--- src/rtl/btb_pkg.sv ---
package btb_pkg;

    // Bytes per instruction word; the PC offset bits below the index
    localparam int WORD_BYTES = 4;
    localparam int OFS_W      = $clog2(WORD_BYTES);

    // Classification of one lookup
    typedef enum logic [1:0] {
        LK_MISS      = 2'd0,
        LK_HIT_SEQ   = 2'd1,
        LK_HIT_REDIR = 2'd2
    } lk_kind_e;

endpackage

--- src/rtl/btb_addr_split.sv ---
module btb_addr_split
    import btb_pkg::*;
#(
    parameter int PC_W  = 32,
    parameter int IDX_W = 4,
    localparam int TAG_W = PC_W - IDX_W - OFS_W
) (
    input  logic [PC_W-1:0]  pc,
    output logic [IDX_W-1:0] idx,
    output logic [TAG_W-1:0] tag
);

    always_comb begin
        idx = pc[OFS_W +: IDX_W];
        tag = pc[PC_W-1 -: TAG_W];
    end

    // Word offset bits are not part of the address key
    logic unused_ofs;
    assign unused_ofs = &{1'b0, pc[OFS_W-1:0]};

endmodule

--- src/rtl/btb_store.sv ---
module btb_store #(
    parameter int IDX_W = 4,
    parameter int TAG_W = 26,
    parameter int PC_W  = 32,
    localparam int DEPTH = 1 << IDX_W
) (
    input  logic             clk,
    input  logic             rst_n,
    input  logic             wr_en,
    input  logic [IDX_W-1:0] wr_idx,
    input  logic [TAG_W-1:0] wr_tag,
    input  logic [PC_W-1:0]  wr_tgt,
    input  logic             wr_hint,
    input  logic [IDX_W-1:0] rd_idx,
    output logic             rd_valid,
    output logic [TAG_W-1:0] rd_tag,
    output logic [PC_W-1:0]  rd_tgt,
    output logic             rd_hint
);

    logic [DEPTH-1:0] valid_q;
    logic [TAG_W-1:0] tag_mem  [DEPTH];
    logic [PC_W-1:0]  tgt_mem  [DEPTH];
    logic             hint_mem [DEPTH];

    // Valid bits: one reset flop per slot
    for (genvar s = 0; s < DEPTH; s++) begin : g_slot
        logic sel;
        assign sel = wr_en && (wr_idx == IDX_W'(s));

        always_ff @(posedge clk) begin
            if (!rst_n) begin
                valid_q[s] <= 1'b0;
            end else if (sel) begin
                valid_q[s] <= 1'b1;
            end
        end

        // Payload needs no reset: it is only read behind a set valid bit
        always_ff @(posedge clk) begin
            if (rst_n && sel) begin
                tag_mem[s]  <= wr_tag;
                tgt_mem[s]  <= wr_tgt;
                hint_mem[s] <= wr_hint;
            end
        end
    end

    // Asynchronous read: same-cycle reads see pre-edge contents
    always_comb begin
        rd_valid = valid_q[rd_idx];
        rd_tag   = tag_mem[rd_idx];
        rd_tgt   = tgt_mem[rd_idx];
        rd_hint  = hint_mem[rd_idx];
    end

endmodule

--- src/rtl/btb_predict.sv ---
module btb_predict
    import btb_pkg::*;
#(
    parameter int PC_W  = 32,
    parameter int TAG_W = 26
) (
    input  logic [PC_W-1:0]  lk_pc,
    input  logic [TAG_W-1:0] lk_tag,
    input  logic             rd_valid,
    input  logic [TAG_W-1:0] rd_tag,
    input  logic [PC_W-1:0]  rd_tgt,
    input  logic             rd_hint,
    output logic             hit,
    output logic             taken,
    output logic [PC_W-1:0]  target,
    output logic [PC_W-1:0]  next_pc
);

    lk_kind_e kind;
    logic [PC_W-1:0] seq_pc;

    always_comb begin
        seq_pc = lk_pc + PC_W'(WORD_BYTES);
        if (!(rd_valid && (rd_tag == lk_tag))) begin
            kind = LK_MISS;
        end else if (rd_hint) begin
            kind = LK_HIT_REDIR;
        end else begin
            kind = LK_HIT_SEQ;
        end
    end

    always_comb begin
        target = rd_tgt;
        unique case (kind)
            LK_MISS: begin
                hit     = 1'b0;
                taken   = 1'b0;
                next_pc = seq_pc;
            end
            LK_HIT_SEQ: begin
                hit     = 1'b1;
                taken   = 1'b0;
                next_pc = seq_pc;
            end
            LK_HIT_REDIR: begin
                hit     = 1'b1;
                taken   = 1'b1;
                next_pc = rd_tgt;
            end
            default: begin
                hit     = 1'b0;
                taken   = 1'b0;
                next_pc = seq_pc;
            end
        endcase
    end

endmodule

--- src/rtl/btb_top.sv ---
module btb_top
    import btb_pkg::*;
#(
    parameter int PC_W  = 32,
    parameter int IDX_W = 4
) (
    input  logic            clk,
    input  logic            rst_n,
    input  logic [PC_W-1:0] lk_pc,
    output logic            lk_hit,
    output logic            lk_taken,
    output logic [PC_W-1:0] lk_target,
    output logic [PC_W-1:0] lk_next_pc,
    input  logic            upd_valid,
    input  logic [PC_W-1:0] upd_pc,
    input  logic [PC_W-1:0] upd_target,
    input  logic            upd_taken
);

    localparam int TAG_W = PC_W - IDX_W - OFS_W;

    logic [IDX_W-1:0] lk_idx, up_idx;
    logic [TAG_W-1:0] lk_tag, up_tag;
    logic             rd_valid, rd_hint;
    logic [TAG_W-1:0] rd_tag;
    logic [PC_W-1:0]  rd_tgt;

    btb_addr_split #(.PC_W(PC_W), .IDX_W(IDX_W)) u_lk_split (
        .pc  (lk_pc),
        .idx (lk_idx),
        .tag (lk_tag)
    );

    btb_addr_split #(.PC_W(PC_W), .IDX_W(IDX_W)) u_up_split (
        .pc  (upd_pc),
        .idx (up_idx),
        .tag (up_tag)
    );

    btb_store #(.IDX_W(IDX_W), .TAG_W(TAG_W), .PC_W(PC_W)) u_store (
        .clk      (clk),
        .rst_n    (rst_n),
        .wr_en    (upd_valid),
        .wr_idx   (up_idx),
        .wr_tag   (up_tag),
        .wr_tgt   (upd_target),
        .wr_hint  (upd_taken),
        .rd_idx   (lk_idx),
        .rd_valid (rd_valid),
        .rd_tag   (rd_tag),
        .rd_tgt   (rd_tgt),
        .rd_hint  (rd_hint)
    );

    btb_predict #(.PC_W(PC_W), .TAG_W(TAG_W)) u_predict (
        .lk_pc    (lk_pc),
        .lk_tag   (lk_tag),
        .rd_valid (rd_valid),
        .rd_tag   (rd_tag),
        .rd_tgt   (rd_tgt),
        .rd_hint  (rd_hint),
        .hit      (lk_hit),
        .taken    (lk_taken),
        .target   (lk_target),
        .next_pc  (lk_next_pc)
    );

endmodule

--- config.mk ---
export PLATFORM = sky130hd
export DESIGN_NAME = btb_top
export DESIGN_NICKNAME = d
export VERILOG_FILES = /design/src/rtl/btb_pkg.sv /design/src/rtl/btb_addr_split.sv /design/src/rtl/btb_store.sv /design/src/rtl/btb_predict.sv /design/src/rtl/btb_top.sv
export SDC_FILE = /design/constraint.sdc
export NUM_CORES = 1
export LEC_CHECK = 0
export ABC_CLOCK_PERIOD_IN_PS = 8500
export BUFFER_PORTS_ARGS = -buffer_cell sky130_fd_sc_hd__buf_4
export CORE_ASPECT_RATIO = 0.7
export CORE_MARGIN = 2
export CORE_UTILIZATION = 61
export DETAILED_ROUTE_END_ITERATION = 16
export PLACE_DENSITY = 0.79
export SYNTH_ARGS = -nofsm -noshare
export SYNTH_HDL_FRONTEND = slang
export SYNTH_SLANG_ARGS = --single-unit
--- constraint.sdc ---
create_clock -name clk -period 8.5 [get_ports clk]
set_input_delay 1.275 -clock clk [delete_from_list [all_inputs] [get_ports clk]]
set_output_delay 1.275 -clock clk [all_outputs]
set_load 0.1 [all_outputs]
==> flow_summary.toml <==
[placed_design]
dpl_cell_area_um2 = 40600
place_inst = 2735
finalWeightedCongestion = 0.948
pre_cts_ws_ns = 1.48
dp.final_hpwl_mm = 52.9
io_buffers = 163

[grt]
overflow = 0
grt_start_max_net_pins = 78
grt_pass1_wl_mm = 137
antenna_found_initial = 7
grtUsageTotal_pct = 29.4
grt_pass1_vias = 19906

[floorplan]
io_pins = 166
dieArea_um2 = 65000
die_x_um = 304
core-area_um2 = 61900
chipHeight_um = 214
rows = 76
initial_core_util_pct = 62.1

[sta]
rsz0062_at_grt = "no"
drv_slew = 0
relSlewSlack_pct = 25.5
hold-worst-slack_ns = 0.451
tightest_slew_ns = 1.12
finalSetupTns_ns = 0
worst_slack_ns = 1.35
fin_skew_ns = 0
hold_viol = 0
fin_crit_ns = 7.15
max_freq_ghz = 0.140
finalCritPeriodShare_pct = 84.1
setup_viol = 0

[clocking]
clk_latency_ns = 0.64
post_cts_buffers = 0
ctsHtreeMaxLevel = 3
cts-buffers-inserted = 86
clock_path_buffers = 3
cts_resized = 0
cts_num_sinks = 960
root_buffer = "clkbuf_16"
clkTransAtPathRegs_ns = 0.06
cts_tree = "done"
hold_buffers = 0

[pwr]
pwr-share-seq_pct = 53.2
combPwrFrac_pct = 8.3
powerDensity_nw_per_um2 = 228
fin_total_pwr_mw = 9.90
sw_frac_of_total_pct = 22.9
power.switching_mw = 2.26
power.internal_mw = 7.63
ir_drop_uv = 188
clockPowerShare_pct = 38.4
power.leakage_nw = 14.4

[worst_setup_path]
cp-end-kind = "primary output"
crit_slowest_cell = "or4_2"
setup.worst_path.class = "primary input to primary output"
critPathArrivalTime_ns = 5.87
slowest_delay_ns = 0.73
required_ns = 7.22
path_cells = "buf_6, nor2_1, a22oi_2, o32ai_1, or4_1, nor4_2, o2111ai_1, or4_2, buf_4, mux2_4, buf_4"
crit_path_start_kind = "primary input"
crit_buf_inv = 3
path_max_fanout = 77
crit_top_cell = "buf_4"
cp_top_family = "simple AND/OR/NAND/NOR gates"

[routing]
vias_per_cell = 6.82
post_drt_wl_per_cell_um = 32.7
first_iter_violations = 2764
drc = 0
ant_nets = 0
wl_mm = 94.7
drtPass1Iterations = 6
dr_total_vias = 19733

[synthesis]
postSynthAreaPerCell_um2 = 21.3
synthArstFlopShare_pct = 0
ys_ff_latch = 960
synth_mux_area_share_pct = 17.5
synth_top_family_by_area = "multiplexers"
synth_edf_count = 944
synthCells = 1806
yosys.area_share.simple_pct = 2.41
yosysSeqAreaShare_pct = 74.6
syn_nets = 1907
synthTopCellsByArea = "edfxtp_1, mux4_2, mux2i_1"
ys_types = 77
synthAdderAreaFrac_pct = 0.0326
synth_compound_area_share_pct = 2.87
synth.largest_area_cell = "edfxtp_1"
synthXorXnorAreaFrac_pct = 0.980
synth_ff_type = "edfxtp_1"
netlist.area_leader.share_pct = 73.8
synth_area_um2 = 38400
ys.warnings.count = 0

[outcome]
status = "finished, final reports clean"

[layout]
final_cell_count_no_fill = 2894
utilization_pct = 70.0
final_cell_mix = "edfxtp_1, mux4_2, buf_4"
final_common_cell = "edfxtp_1"
syn_to_final_growth_pct = 12.7
drive_above_1_share_pct = 29.1
nNetsFinal = 2105
fin_area_um2 = 43300

[hold_path]
hold_path_class = "flop to flop"

[flow_run]
cap_violations = 0
logic make-up (layout without fill, tap and decap cells):
group,after synthesis,count (layout)
DFF,960,960
muxes,371,371
and+or+nand+nor,179,179
AOI/OAI and AO/OA,141,141
buffers and inverters,111,378
adders and majority gates,1,1
xor gates and xnor gates,43,43
other,0,2
cells in the mapped netlist (14+ instances only):
cell type / instances
xnor2_1: 33
mux4_2: 217
buf_6: 16
buf_2: 18
nand2_1: 50
a21oi_1: 14
nor2_1: 31
a21o_1: 16
inv_1: 15
a22oi_1: 27
nor3_1: 16
buf_1: 21
edfxtp_1: 944
a22o_1: 18
mux2_4: 29
mux2i_1: 114
dfxtp_1: 16
clkbuf_1: 28
registers in the layout, summed over array words and instances, names as in the netlist:
name and flops:
u_store.tgt_mem 512, u_store.tag_mem 416, u_store.hint_mem 16, u_store.valid_q 16
layer usage:
layer | part of all wire [%] | global-route usage (%) | wire (µm)
met4 | 2.8 | 9.12 | 2650
met3 | 11 | 7.06 | 10500
met5 | 0.040 | 0 | 38
met1 | 38 | 42.2 | 36300
met2 | 48 | 45.6 | 45200
path summary, 6_finish.rpt:
kind,cells after the start,start,slack (ns),endpoint
worst min register to register,1,u_store.valid_q[4],0.45,u_store.valid_q[4]
worst min-delay path,1,u_store.valid_q[4],0.45,u_store.valid_q[4]
worst max-delay path,11,lk_pc[4],1.35,lk_next_pc[7]
worst max register to register,1,u_store.valid_q[0],7.87,u_store.valid_q[0]
final cells by class:
type	instances	area [µm²]
tap	819	1020
antenna	2	5.00
sequential	960	28700
timing repair buffer	204	1560
clock buffer	111	2340
multi-input combinational	735	9240
fill	3597	18600
inverter	17	65.1
clock inverter	46	413
power groups by stage:
| stage | Sequential, mW | Combinational, mW | Clock, mW |
|---|---|---|---|
| after floorplan | 5.37 | 0.544 | 0 |
| after global placement | 5.36 | 0.798 | 0 |
| after detailed placement | 5.37 | 0.811 | 0 |
| after CTS | 5.27 | 0.817 | 3.84 |
| after global routing | 5.27 | 0.856 | 4.02 |
| final | 5.27 | 0.825 | 3.80 |
No activity file was read; power rests on OpenSTA's default activity.
